--- config.mk ---
export PLATFORM = sky130hd
export DESIGN_NAME = mw_eeprom_reader
export DESIGN_NICKNAME = d
export VERILOG_FILES = /design/src/rtl/mwr_pkg.sv /design/src/rtl/mwr_phase_timer.sv /design/src/rtl/mwr_word_engine.sv /design/src/rtl/mwr_station_seq.sv /design/src/rtl/mw_eeprom_reader.sv
export SDC_FILE = /design/constraint.sdc
export NUM_CORES = 1
export LEC_CHECK = 0
export BUFFER_PORTS_ARGS = -buffer_cell sky130_fd_sc_hd__buf_4
export CAP_MARGIN = 20
export CORE_ASPECT_RATIO = 0.5
export CORE_MARGIN = 5
export CORE_UTILIZATION = 33
export DETAILED_ROUTE_END_ITERATION = 8
export SLEW_MARGIN = 20
export SYNTH_ARGS = -nofsm -noshare
export SYNTH_HDL_FRONTEND = slang
export SYNTH_SLANG_ARGS = --single-unit
--- constraint.sdc ---
create_clock -name clk -period 2.8 [get_ports clk]
set_input_delay 0.28 -clock clk [delete_from_list [all_inputs] [get_ports clk]]
set_output_delay 0.28 -clock clk [all_outputs]
set_load 0.03 [all_outputs]
--- src/rtl/mwr_pkg.sv ---
package mwr_pkg;

  localparam int unsigned FRAME_W = 10;
  localparam logic [FRAME_W-1:0] READ_HDR = 10'h180;

  typedef enum logic [2:0] {
    E_IDLE,
    E_CSS,
    E_SETUP,
    E_HIGH,
    E_LOW,
    E_CSH
  } eng_state_t;

  function automatic int unsigned ns2cyc(input int unsigned ns, input int unsigned mhz);
    int unsigned c;
    c = (ns * mhz + 999) / 1000;
    return (c == 0) ? 1 : c;
  endfunction

  function automatic int unsigned max2(input int unsigned a, input int unsigned b);
    return (a > b) ? a : b;
  endfunction

endpackage

--- src/rtl/mwr_phase_timer.sv ---
module mwr_phase_timer #(
  parameter int unsigned CNT_W = 8
) (
  input  logic             clk,
  input  logic             rst_n,
  input  logic             load,
  input  logic [CNT_W-1:0] load_val,
  output logic             expired
);

  logic [CNT_W-1:0] cnt_q;

  always_ff @(posedge clk) begin
    if (!rst_n) begin
      cnt_q <= '0;
    end else if (load) begin
      cnt_q <= load_val;
    end else if (cnt_q != '0) begin
      cnt_q <= cnt_q - 1'b1;
    end
  end

  assign expired = (cnt_q == '0);

endmodule

--- src/rtl/mwr_word_engine.sv ---
module mwr_word_engine
  import mwr_pkg::*;
#(
  parameter int unsigned ADDR_W  = 4,
  parameter int unsigned DATA_W  = 16,
  parameter int unsigned CNT_W   = 8,
  parameter int unsigned CSS_CYC = 4,
  parameter int unsigned DIS_CYC = 2,
  parameter int unsigned SKH_CYC = 4,
  parameter int unsigned SKL_CYC = 4,
  parameter int unsigned CSH_CYC = 4
) (
  input  logic              clk,
  input  logic              rst_n,
  input  logic              start,
  input  logic [ADDR_W-1:0] addr,
  output logic              busy,
  output logic              word_done,
  output logic [DATA_W-1:0] word_out,
  output logic              ee_cs,
  output logic              ee_sk,
  output logic              ee_di,
  input  logic              ee_do
);

  localparam int unsigned TOTAL_BITS = FRAME_W + DATA_W;
  localparam int unsigned IDX_W      = $clog2(TOTAL_BITS);
  localparam logic [IDX_W-1:0] LAST_IDX  = IDX_W'(TOTAL_BITS - 1);
  localparam logic [IDX_W-1:0] FIRST_DAT = IDX_W'(FRAME_W);
  localparam logic [CNT_W-1:0] CSS_LD = CNT_W'(CSS_CYC - 1);
  localparam logic [CNT_W-1:0] DIS_LD = CNT_W'(DIS_CYC - 1);
  localparam logic [CNT_W-1:0] SKH_LD = CNT_W'(SKH_CYC - 1);
  localparam logic [CNT_W-1:0] SKL_LD = CNT_W'(SKL_CYC - 1);
  localparam logic [CNT_W-1:0] CSH_LD = CNT_W'(CSH_CYC - 1);

  eng_state_t        state_q;
  logic [IDX_W-1:0]  bit_idx_q;
  logic [FRAME_W-1:0] frame_q;
  logic [DATA_W-1:0] shift_q;
  logic              t_load;
  logic [CNT_W-1:0]  t_val;
  logic              t_exp;

  mwr_phase_timer #(.CNT_W(CNT_W)) u_timer (
    .clk      (clk),
    .rst_n    (rst_n),
    .load     (t_load),
    .load_val (t_val),
    .expired  (t_exp)
  );

  // Each transition loads the length of the phase being entered.
  always_comb begin
    t_load = 1'b0;
    t_val  = '0;
    unique case (state_q)
      E_IDLE:  if (start) begin t_load = 1'b1; t_val = CSS_LD; end
      E_CSS:   if (t_exp) begin t_load = 1'b1; t_val = DIS_LD; end
      E_SETUP: if (t_exp) begin t_load = 1'b1; t_val = SKH_LD; end
      E_HIGH:  if (t_exp) begin t_load = 1'b1; t_val = SKL_LD; end
      E_LOW:   if (t_exp) begin
                 t_load = 1'b1;
                 t_val  = (bit_idx_q == LAST_IDX) ? CSH_LD : DIS_LD;
               end
      default: ;
    endcase
  end

  always_ff @(posedge clk) begin
    if (!rst_n) begin
      state_q   <= E_IDLE;
      bit_idx_q <= '0;
      frame_q   <= '0;
      shift_q   <= '0;
      word_out  <= '0;
      word_done <= 1'b0;
      ee_cs     <= 1'b0;
      ee_sk     <= 1'b0;
      ee_di     <= 1'b0;
    end else begin
      word_done <= 1'b0;
      unique case (state_q)
        E_IDLE: begin
          if (start) begin
            state_q   <= E_CSS;
            ee_cs     <= 1'b1;
            ee_di     <= 1'b0;
            bit_idx_q <= '0;
            frame_q   <= READ_HDR | FRAME_W'(addr);
          end
        end
        E_CSS: begin
          if (t_exp) begin
            state_q <= E_SETUP;
            ee_di   <= frame_q[FRAME_W-1];
          end
        end
        E_SETUP: begin
          if (t_exp) begin
            state_q <= E_HIGH;
            ee_sk   <= 1'b1;
          end
        end
        E_HIGH: begin
          if (t_exp) begin
            state_q <= E_LOW;
            ee_sk   <= 1'b0;
            if (bit_idx_q >= FIRST_DAT) shift_q <= {shift_q[DATA_W-2:0], ee_do};
          end
        end
        E_LOW: begin
          if (t_exp) begin
            if (bit_idx_q == LAST_IDX) begin
              state_q <= E_CSH;
              ee_cs   <= 1'b0;
              ee_di   <= 1'b0;
            end else begin
              state_q   <= E_SETUP;
              bit_idx_q <= bit_idx_q + 1'b1;
              frame_q   <= {frame_q[FRAME_W-2:0], 1'b0};
              ee_di     <= frame_q[FRAME_W-2];
            end
          end
        end
        E_CSH: begin
          if (t_exp) begin
            state_q   <= E_IDLE;
            word_done <= 1'b1;
            word_out  <= shift_q;
          end
        end
        default: state_q <= E_IDLE;
      endcase
    end
  end

  assign busy = (state_q != E_IDLE);

endmodule

--- src/rtl/mwr_station_seq.sv ---
module mwr_station_seq #(
  parameter int unsigned ADDR_W        = 4,
  parameter int unsigned DATA_W        = 16,
  parameter int unsigned STATION_WORDS = 3
) (
  input  logic                            clk,
  input  logic                            rst_n,
  input  logic                            req_fire,
  input  logic                            req_station,
  input  logic [ADDR_W-1:0]               req_addr,
  input  logic                            eng_done,
  input  logic [DATA_W-1:0]               eng_word,
  output logic                            eng_start,
  output logic [ADDR_W-1:0]               eng_addr,
  output logic                            active,
  output logic                            done,
  output logic [DATA_W-1:0]               rd_word,
  output logic [STATION_WORDS*DATA_W-1:0] station_addr
);

  localparam int unsigned STATION_W = STATION_WORDS * DATA_W;
  localparam int unsigned IDX_W     = (STATION_WORDS > 1) ? $clog2(STATION_WORDS) : 1;
  localparam logic [IDX_W-1:0] LAST_IDX = IDX_W'(STATION_WORDS - 1);

  logic                 station_q;
  logic [IDX_W-1:0]     widx_q;
  logic [STATION_W-1:0] pack_q;
  logic [STATION_W-1:0] pack_nx;
  logic                 more_words;

  // Earlier words land in the more significant slots.
  always_comb begin
    pack_nx = pack_q;
    pack_nx[(STATION_WORDS - 1 - int'(widx_q)) * DATA_W +: DATA_W] = eng_word;
  end

  assign more_words = active && station_q && eng_done && (widx_q != LAST_IDX);
  assign eng_start  = req_fire || more_words;
  assign eng_addr   = req_fire ? (req_station ? '0 : req_addr) : ADDR_W'(widx_q + 1'b1);

  always_ff @(posedge clk) begin
    if (!rst_n) begin
      active       <= 1'b0;
      station_q    <= 1'b0;
      widx_q       <= '0;
      pack_q       <= '0;
      done         <= 1'b0;
      rd_word      <= '0;
      station_addr <= '0;
    end else begin
      done <= 1'b0;
      if (req_fire) begin
        active    <= 1'b1;
        station_q <= req_station;
        widx_q    <= '0;
      end else if (active && eng_done) begin
        if (station_q) begin
          pack_q <= pack_nx;
          if (widx_q == LAST_IDX) begin
            active       <= 1'b0;
            done         <= 1'b1;
            rd_word      <= eng_word;
            station_addr <= pack_nx;
          end else begin
            widx_q <= widx_q + 1'b1;
          end
        end else begin
          active  <= 1'b0;
          done    <= 1'b1;
          rd_word <= eng_word;
        end
      end
    end
  end

endmodule

--- src/rtl/mw_eeprom_reader.sv ---
module mw_eeprom_reader
  import mwr_pkg::*;
#(
  parameter int unsigned CLK_MHZ       = 250,
  parameter int unsigned T_CSS_NS      = 1000,
  parameter int unsigned T_DIS_NS      = 400,
  parameter int unsigned T_SKH_NS      = 2000,
  parameter int unsigned T_SKL_NS      = 2000,
  parameter int unsigned T_CSH_NS      = 1000,
  parameter int unsigned ADDR_W        = 4,
  parameter int unsigned DATA_W        = 16,
  parameter int unsigned STATION_WORDS = 3
) (
  input  logic                            clk,
  input  logic                            rst_n,
  input  logic                            req_valid,
  output logic                            req_ready,
  input  logic                            req_station,
  input  logic [ADDR_W-1:0]               req_addr,
  output logic                            done,
  output logic [DATA_W-1:0]               rd_word,
  output logic [STATION_WORDS*DATA_W-1:0] station_addr,
  output logic                            ee_cs,
  output logic                            ee_sk,
  output logic                            ee_di,
  input  logic                            ee_do
);

  localparam int unsigned CSS_CYC = ns2cyc(T_CSS_NS, CLK_MHZ);
  localparam int unsigned DIS_CYC = ns2cyc(T_DIS_NS, CLK_MHZ);
  localparam int unsigned SKH_CYC = ns2cyc(T_SKH_NS, CLK_MHZ);
  localparam int unsigned SKL_CYC = ns2cyc(T_SKL_NS, CLK_MHZ);
  localparam int unsigned CSH_CYC = ns2cyc(T_CSH_NS, CLK_MHZ);
  localparam int unsigned MAX_CYC =
    max2(max2(max2(CSS_CYC, DIS_CYC), max2(SKH_CYC, SKL_CYC)), CSH_CYC);
  localparam int unsigned CNT_W = $clog2(MAX_CYC + 1);

  logic              eng_start;
  logic [ADDR_W-1:0] eng_addr;
  logic              eng_busy;
  logic              eng_done;
  logic [DATA_W-1:0] eng_word;
  logic              seq_active;
  logic              req_fire;

  assign req_ready = !seq_active && !eng_busy;
  assign req_fire  = req_valid && req_ready;

  mwr_station_seq #(
    .ADDR_W        (ADDR_W),
    .DATA_W        (DATA_W),
    .STATION_WORDS (STATION_WORDS)
  ) u_seq (
    .clk          (clk),
    .rst_n        (rst_n),
    .req_fire     (req_fire),
    .req_station  (req_station),
    .req_addr     (req_addr),
    .eng_done     (eng_done),
    .eng_word     (eng_word),
    .eng_start    (eng_start),
    .eng_addr     (eng_addr),
    .active       (seq_active),
    .done         (done),
    .rd_word      (rd_word),
    .station_addr (station_addr)
  );

  mwr_word_engine #(
    .ADDR_W  (ADDR_W),
    .DATA_W  (DATA_W),
    .CNT_W   (CNT_W),
    .CSS_CYC (CSS_CYC),
    .DIS_CYC (DIS_CYC),
    .SKH_CYC (SKH_CYC),
    .SKL_CYC (SKL_CYC),
    .CSH_CYC (CSH_CYC)
  ) u_eng (
    .clk       (clk),
    .rst_n     (rst_n),
    .start     (eng_start),
    .addr      (eng_addr),
    .busy      (eng_busy),
    .word_done (eng_done),
    .word_out  (eng_word),
    .ee_cs     (ee_cs),
    .ee_sk     (ee_sk),
    .ee_di     (ee_di),
    .ee_do     (ee_do)
  );

endmodule

After elaboration in Yosys (flattened, before gate mapping). Index checks and enable logic that the tools add are counted.

$add $sub $neg: 6. Order comparisons: 1. Eq/ne operators: 18. Shift operators: 2. Multiplexer cells: 50. Bitwise logic cells: 4. Reductions and logical operators: 35.

Operators with widths (count): 48-bit bitwise mux (1); 16-bit by 34-bit variable shift with 48-bit output, first input constant (1); 16-bit by 34-bit indexed part select with 48-bit output (1); 9-bit 2-to-1 mux (4); 9-bit case mux with 4 select lines (1); 32-bit negator with 34-bit output (1); 16-bit 2-to-1 mux (2); 10-bit 2-to-1 mux (3); 3-bit 2-to-1 mux (7); 10-bit case mux with 2 select lines (1); 3-bit case mux with 6 select lines (1); 1-bit 2-to-1 mux (17); 8-bit 2-to-1 mux (2); 4-bit AND reduction (4); 5-bit 2-to-1 mux (3); 3-bit AND reduction (5); 2-bit by 1-bit != test with 1-bit output, second input constant (6); 5-bit case mux with 2 select lines (1); 9-bit zero test (1); 9-bit nonzero test (1); 9-bit by 1-bit subtractor with 9-bit output, second input constant (1); 4-bit 2-to-1 mux (2); 2-bit != test, second input constant (4); 2-bit nonzero test (4); other kinds (25) (42).

Bits in registers: 180. Input bits: 9. Output and inout port bits: 69. Word-level logic and storage cells: 133.

Longest topological paths before layout. Gate-level depths: netlist (run 1).

Depth after elaboration: 8. Depth in mapped cells: 8. Depth with buffers taken out: 6.

Modules after synthesis. From an unflattened synthesis (run 1), not the netlist that was laid out.

Cells, all modules: 903. Area total of the unflattened synthesis: 8378.0 sq um.

Modules (own cells, without submodules): mwr_station_seq (instances 1, cells each 580, area each 5466.5 sq um, seq. area each 2342.2 sq um); mwr_word_engine (instances 1, cells each 259, area each 2383.5 sq um, seq. area each 1081.0 sq um); mwr_phase_timer (instances 1, cells each 62, area each 511.7 sq um, seq. area each 180.2 sq um); mw_eeprom_reader (instances 1, cells each 2, area each 16.3 sq um, seq. area each 0.0 sq um).

Worst setup path after synthesis (run 1). Ideal clock, no wire load.

Path kind: register -> register. Start point: register u_seq.widx_q[0]. End point: register u_seq.pack_q[39]. Setup time: 86 ps. Arrival time: 1941 ps. Required time: 2714 ps. Slack: 774 ps. Stages on the path, launching flop included: 7. Path buffers: 1. Period minus slack after synthesis: 2026 ps. Cell sequence: dfxtp_1 -> inv_1 -> ha_1 -> nor3_2 -> clkbuf_1 -> a32oi_1 -> a211oi_1.

Cells in the longest elaborated chain, start to end: 4. Elaborated cells on any way between the ends: 5. Classes of those cells: add/sub (2); shift (2); mux (1).

Ends and longest elaborated chain: start: declaration (line mwr_station_seq.sv:26) `logic [IDX_W-1:0] widx_q;`; start signal: assignment (line mwr_station_seq.sv:65) `widx_q <= widx_q + 1'b1;`; 2-bit by 2-bit subtractor with 3-bit output * (line mwr_station_seq.sv:34) `pack_nx[(STATION_WORDS - 1 - int'(widx_q)) * DATA_W +: DATA_W] = eng_word;`; 32-bit negator with 34-bit output * (line mwr_station_seq.sv:34); 16-bit by 34-bit indexed part select with 48-bit output / 16-bit by 34-bit variable shift with 48-bit output (equally long branches) (line mwr_station_seq.sv:34); 48-bit bitwise mux * (line mwr_station_seq.sv:34); end signal: assignment (line mwr_station_seq.sv:58) `pack_q <= pack_nx;`; end: declaration (line mwr_station_seq.sv:27) `logic [STATION_W-1:0] pack_q;`.

Mark *: on every way between the ends. The rest lies on a longest branch, timed or not. A chain may end at the register's enable or synchronous reset.

Final worst setup path (run 1).
Start point: register u_seq.widx_q[0]. End point: register u_seq.pack_q[44].

Same word-level chain as after synthesis.

==> results of run 1 <==
-- power breakdown --
part / internal [mW] / leakage (nW) / total (mW) / switching (mW)
clock: 1.29 / 0.300 / 2.38 / 1.09
combinational: 0.355 / 1.10 / 0.918 / 0.562
sequential: 2.43 / 1.32 / 2.57 / 0.149
total: 4.07 / 2.73 / 5.87 / 1.80
-- registers in the layout, summed over array words and instances, names as in the netlist --
signal	flops
u_eng.ee_sk	1
u_seq.station_addr	48
u_eng.ee_di	1
u_eng.word_out	16
u_eng.frame_q	10
u_seq.station_q	1
u_eng.ee_cs	1
u_seq.rd_word	16
u_eng.state_q	3
u_seq.done	1
u_eng.word_done	1
u_eng.bit_idx_q	5
u_seq.pack_q	32
u_seq.widx_q	2
u_seq.active	1
u_eng.shift_q	16
u_eng.u_timer.cnt_q	9
-- worst max-delay path, delay by kind of cell (launching register included) --
kind / cells / cell delay (ns)
adders and majority gates: 1 / 0.25
xor gates and xnor gates: 1 / 0.63
buffers and inverters: 2 / 0.46
DFF: 1 / 0.55
AOI/OAI and AO/OA: 2 / 0.41
-- cell type report --
type                            instances  area (sq um)
Clock buffer                           17         425.4
Inverter                               13         50.05
Clock inverter                         15         182.7
Sequential cell                       164          3283
Fill cell                            1984         11560
Tap cell                              266         332.8
Timing Repair Buffer                   93         710.7
Multi-Input combinational cell        542          3090
-- per-stage QoR --
stage	area (sq um)	setup slack (ns)	cells	total power, mW
after floorplan	6650	0.7740	783	3.275
after CTS	8074	0.4029	1110	5.904
after detailed placement	7466	0.4118	1078	3.534
after global routing	8075	0.2292	1110	6.136
after global placement	7466	0.4802	1078	3.518
final	8075	0.4101	1110	5.868
-- cells in the final DEF (no fill, tap or decap), types with 4 or more instances in the layout --
master	instances
nand3_1	31
dfxtp_1	164
nor2_1	73
xnor2_1	4
or3_1	8
clkbuf_16	17
buf_4	92
nand2b_1	4
nand4b_1	4
a211oi_1	62
nand2_1	135
inv_8	6
nand4_1	6
ha_1	9
a21oi_1	75
o31ai_1	4
nor3_1	5
inv_1	11
a32oi_1	32
a31oi_1	7
a32o_1	4
o21ai_0	31
-- logic make-up after synthesis --
logic type,Yosys count,share of synthesized area
xor gates and xnor gates,5,0.006585
and+or+nand+nor,293,0.2032
AOI/OAI and AO/OA,233,0.2322
adders and majority gates,9,0.01693
DFF,164,0.4937
buffers and inverters,77,0.04422
muxes,2,0.003198
-- routing by layer --
| metal | wire [microns] | part of all wire |
|---|---|---|
| met5 | 0 | 0 |
| met4 | 294 | 0.016 |
| met3 | 632 | 0.035 |
| met2 | 8263 | 0.45 |
| met1 | 9038 | 0.50 |
-- worst paths after layout --
kind / start / end / slack (ns) / cells past startpoint
max: u_seq.widx_q[0] / u_seq.pack_q[44] / 0.41 / 6
min: ee_do / u_eng.shift_q[0] / 0.11 / 3
max reg2reg: u_seq.widx_q[0] / u_seq.pack_q[44] / 0.41 / 6
min reg2reg: u_seq.rd_word[13] / u_seq.rd_word[13] / 0.46 / 2
==> impl_metrics.py, run 1 <==
metrics = {
    "status": {
        "status": "finished, final reports clean",
    },
    "sta": {
        "period_minus_slack_ns": 2.390,
        "slew_headroom": 0.4600,
        "slew_violations": 0,
        "finalSetupViolCount": 0,
        "tns_ns": 0,
        "grt_setup_unrepaired": "false",
        "worstMarginPinSlew_ns": 0.8061,
        "hold_viol_final": 0,
        "skew_ns": 0.01710,
        "fin_crit_sh": 0.8535,
        "whs_ns": 0.1084,
        "clock.fmax_mhz": 418.4,
    },
    "yosys": {
        "ys_top_cells_by_area": "dfxtp_1 49%, nand2_1 7.6%, a211oi_1 7.0%",
        "yosysMostFrequentCell": "dfxtp_1",
        "ys_types": 54,
        "ys_async_sr_fraction": 0,
        "ys_warn_count": 0,
        "netlist.area_leader.share": 0.4937,
        "ys_seq_elements": 164,
        "synth.largest_area_cell": "dfxtp_1",
        "synth_nets": 801,
        "syn-cell-area_sq_um": 6650,
        "ys.flop_type": "dfxtp_1",
        "syn_area_per_cell_sq_um": 8.493,
        "synthCells": 783,
        "synth-seq-area-share": 0.4937,
        "synth-edff-count": 0,
        "synth_common_cells": "164 x dfxtp_1, 135 x nand2_1, 75 x a21oi_1",
    },
    "cells_and_area": {
        "syn2layout_area_growth_pct": 21.43,
        "drive_above_1_share": 0.1671,
        "n_antenna_cell": 0,
        "fin_util": 0.4112,
        "layout.nets": 849,
    },
    "clock_tree": {
        "cts_buffers": 17,
        "cts.sinks": 164,
        "cts_max_level": 4,
        "clockBufferDepth": 2,
        "cts_setup_buffers": 0,
        "clk_latency_ns": 0.43,
        "cts_tree": "done",
        "ctsResizeCount": 0,
        "clk_pin_slew_ns": 0.08,
        "hold_buffers": 0,
        "clockRootBuffer": "clkbuf_16",
    },
    "die": {
        "rows": 36,
        "die_w_microns": 210.8,
        "fp.coreArea_sq_um": 19640,
        "dieArea_sq_um": 23260,
        "io_pins": 78,
        "start_util": 0.3386,
        "chipHeight_microns": 110.4,
    },
    "grt": {
        "top_usage_layer": "met2",
        "grt_pass1_wl_mm": 29.21,
        "grt_use_met1": 0.2221,
        "grt_antenna_before_repair": 0,
        "grtUsageTotal": 0.1579,
        "grt.overflow.total": 0,
        "met3_usage": 0.02573,
        "grt_use_met2": 0.2468,
        "grt_max_degree": 69,
        "grt_pass1_vias": 5398,
    },
    "critical_path": {
        "critPathLaunchType": "flip-flop",
        "cp_data_arrival_time_ns": 2.73,
        "critical_path_required_ns": 3.14,
        "max_stage_delay_ns": 0.63,
        "worstPathMaxFanout": 16,
        "end_kind": "flip-flop",
        "crit_chain": "inv_1, ha_1, xnor2_2, buf_4, a32oi_1, a211oi_1",
        "slowest_stage": "xnor2_2",
        "crit_type": "flip-flop to flip-flop",
    },
    "detailed_routing": {
        "drc_errors": 0,
        "firstDrtPassIters": 7,
        "vias_per_cell": 5.293,
        "wl_per_cell_microns": 16.42,
        "first_iter_violations": 463,
        "ant_nets": 0,
        "drt-total-wl_mm": 18.23,
        "vias": 5875,
    },
    "power": {
        "p_per_area_nw_per_um2": 726.6,
        "p_leak_nw": 2.729,
        "vdd_drop_max_v": 0.0003954,
    },
    "placement": {
        "hpwl_mm": 11.98,
        "io_buffer_count": 77,
        "place_congestion": 0.8163,
    },
    "min_path": {
        "hp-class": "input port to flip-flop",
    },
    "run": {
        "maxCapViolations": 0,
    },
}
No activity file was read; power rests on OpenSTA's default activity.
==> run 2, diff against run 1 <==
--- a/config.mk
+++ b/config.mk
@@ -10,6 +10,7 @@
 export CORE_ASPECT_RATIO = 0.5
 export CORE_MARGIN = 5
 export CORE_UTILIZATION = 33
+export CTS_BUF_LIST = sky130_fd_sc_hd__clkbuf_2 sky130_fd_sc_hd__clkbuf_4 sky130_fd_sc_hd__clkbuf_8
 export DETAILED_ROUTE_END_ITERATION = 8
 export SLEW_MARGIN = 20
 export SYNTH_ARGS = -nofsm -noshare
==> impl_metrics.py, run 2 (synthesized netlist as in run 1, its figures left out) <==
metrics = {
    "sta": {
        "period_minus_slack_ns": 2.402,
        "slew_violations": 0,
        "worstMarginPinSlew_ns": 0.8208,
        "fin_crit_sh": 0.8579,
        "hold_viol_final": 0,
        "tns_ns": 0,
        "clock.fmax_mhz": 416.3,
        "finalSetupViolCount": 0,
        "grt_setup_unrepaired": "false",
        "whs_ns": 0.07937,
        "slew_headroom": 0.4501,
        "setup_ws_ns": 0.3980,
        "skew_ns": 0.02381,
    },
    "clock_tree": {
        "cts.sinks": 164,
        "cts_max_level": 4,
        "hold_buffers": 0,
        "clockBufferDepth": 2,
        "clockRootBuffer": "clkbuf_8",
        "clk_latency_ns": 0.46,
        "ctsResizeCount": 0,
        "cts_buffers": 17,
        "clk_pin_slew_ns": 0.10,
        "cts_setup_buffers": 0,
        "cts_tree": "done",
    },
    "detailed_routing": {
        "wl_per_cell_microns": 16.42,
        "vias": 5854,
        "drc_errors": 0,
        "ant_nets": 0,
        "drt-total-wl_mm": 18.22,
        "firstDrtPassIters": 5,
        "first_iter_violations": 512,
        "vias_per_cell": 5.274,
    },
    "cells_and_area": {
        "drive_above_1_share": 0.1671,
        "reg_top3": "u_seq.station_addr x48, u_seq.pack_q x32",
        "n_antenna_cell": 0,
        "final_cell_mix": "164 x dfxtp_1, 135 x nand2_1, 92 x buf_4",
        "syn2layout_area_growth_pct": 18.55,
        "layout_commonest_cell": "dfxtp_1",
        "largest_register": "u_seq.station_addr",
        "largest_reg_flops": 48,
        "layout.nets": 849,
    },
    "grt": {
        "grt_max_degree": 69,
        "grt.overflow.total": 0,
        "grt_pass1_vias": 5427,
        "grt_pass1_wl_mm": 29.32,
        "grtUsageTotal": 0.1576,
        "grt_antenna_before_repair": 0,
    },
    "die": {
        "start_util": 0.3386,
        "io_pins": 78,
        "dieArea_sq_um": 23260,
        "fp.coreArea_sq_um": 19640,
        "chipHeight_microns": 110.4,
        "die_w_microns": 210.8,
        "rows": 36,
    },
    "power": {
        "p_per_area_nw_per_um2": 669.9,
        "p_leak_nw": 2.641,
        "vdd_drop_max_v": 0.0002623,
    },
    "critical_path": {
        "cp_data_arrival_time_ns": 2.75,
        "critPathLaunchType": "flip-flop",
        "cp-startpoint": "u_seq.widx_q[0]",
        "critical_path_required_ns": 3.15,
        "crit_type": "flip-flop to flip-flop",
        "r2r_cells": 6,
        "regToRegSetupSlack_ns": 0.40,
        "r2r-start": "u_seq.widx_q[0]",
        "end_kind": "flip-flop",
        "worstPathMaxFanout": 16,
    },
    "min_path": {
        "worstHoldStart": "ee_do",
        "hold_depth": 3,
        "hp-class": "input port to flip-flop",
    },
    "placement": {
        "hpwl_mm": 11.98,
        "dp_slack_ns": 0.4118,
        "io_buffer_count": 77,
        "place_congestion": 0.8163,
    },
    "status": {
        "status": "finished, final reports clean",
    },
    "run": {
        "maxCapViolations": 0,
    },
}
## run 2: report_power, final
| group | leakage [nW] | total (mW) | switching, mW | internal, mW |
|---|---|---|---|---|
| Combinational | 1.10 | 0.923 | 0.567 | 0.355 |
| Clock | 0.212 | 1.78 | 1.02 | 0.766 |
| Sequential | 1.32 | 2.58 | 0.151 | 2.42 |
| Total | 2.64 | 5.28 | 1.73 | 3.55 |
## run 2: critical path, cell delays in order, from the launching register on
cell and delay [ns]:
dfxtp_1 0.56, inv_1 0.15, ha_1 0.25, xnor2_2 0.64, buf_4 0.30, a32oi_1 0.13, a211oi_1 0.27
## run 2: through the flow
stage / power, mW / cells / utilization / instance area, sq um
2_1_floorplan: 3.275 / 783 / - / 6650
3_3_place_gp: 3.518 / 1078 / 0.3802 / 7466
3_5_place_dp: 3.534 / 1078 / 0.3802 / 7466
4_1_cts: 5.315 / 1110 / 0.4014 / 7883
5_1_grt: 5.547 / 1110 / 0.4014 / 7884
6_report: 5.281 / 1110 / 0.4014 / 7884
## run 2: cell type report
cell class	instances	area (sq um)
clock buffer	17	234.0
clock inverter	15	182.7
fill	2005	11760
inverter	13	50.05
multi-input combinational	542	3090
sequential	164	3283
tap	266	332.8
timing repair buffer	93	710.7
## run 2: worst paths after layout
path	to
setup / recovery	u_seq.station_addr[17]
hold / removal	u_eng.shift_q[0]
setup reg to reg	u_seq.station_addr[17]
hold reg to reg	u_seq.rd_word[13]
## run 2: per-layer routing
metal  wire length [microns]  vias to the layer above  track usage
met1                    8744                     2777       0.2203
li1                        -                     2934            -
met4                     250                        0      0.04808
met3                     851                       19      0.02969
met2                    8374                      124       0.2498
met5                       0                        -            0
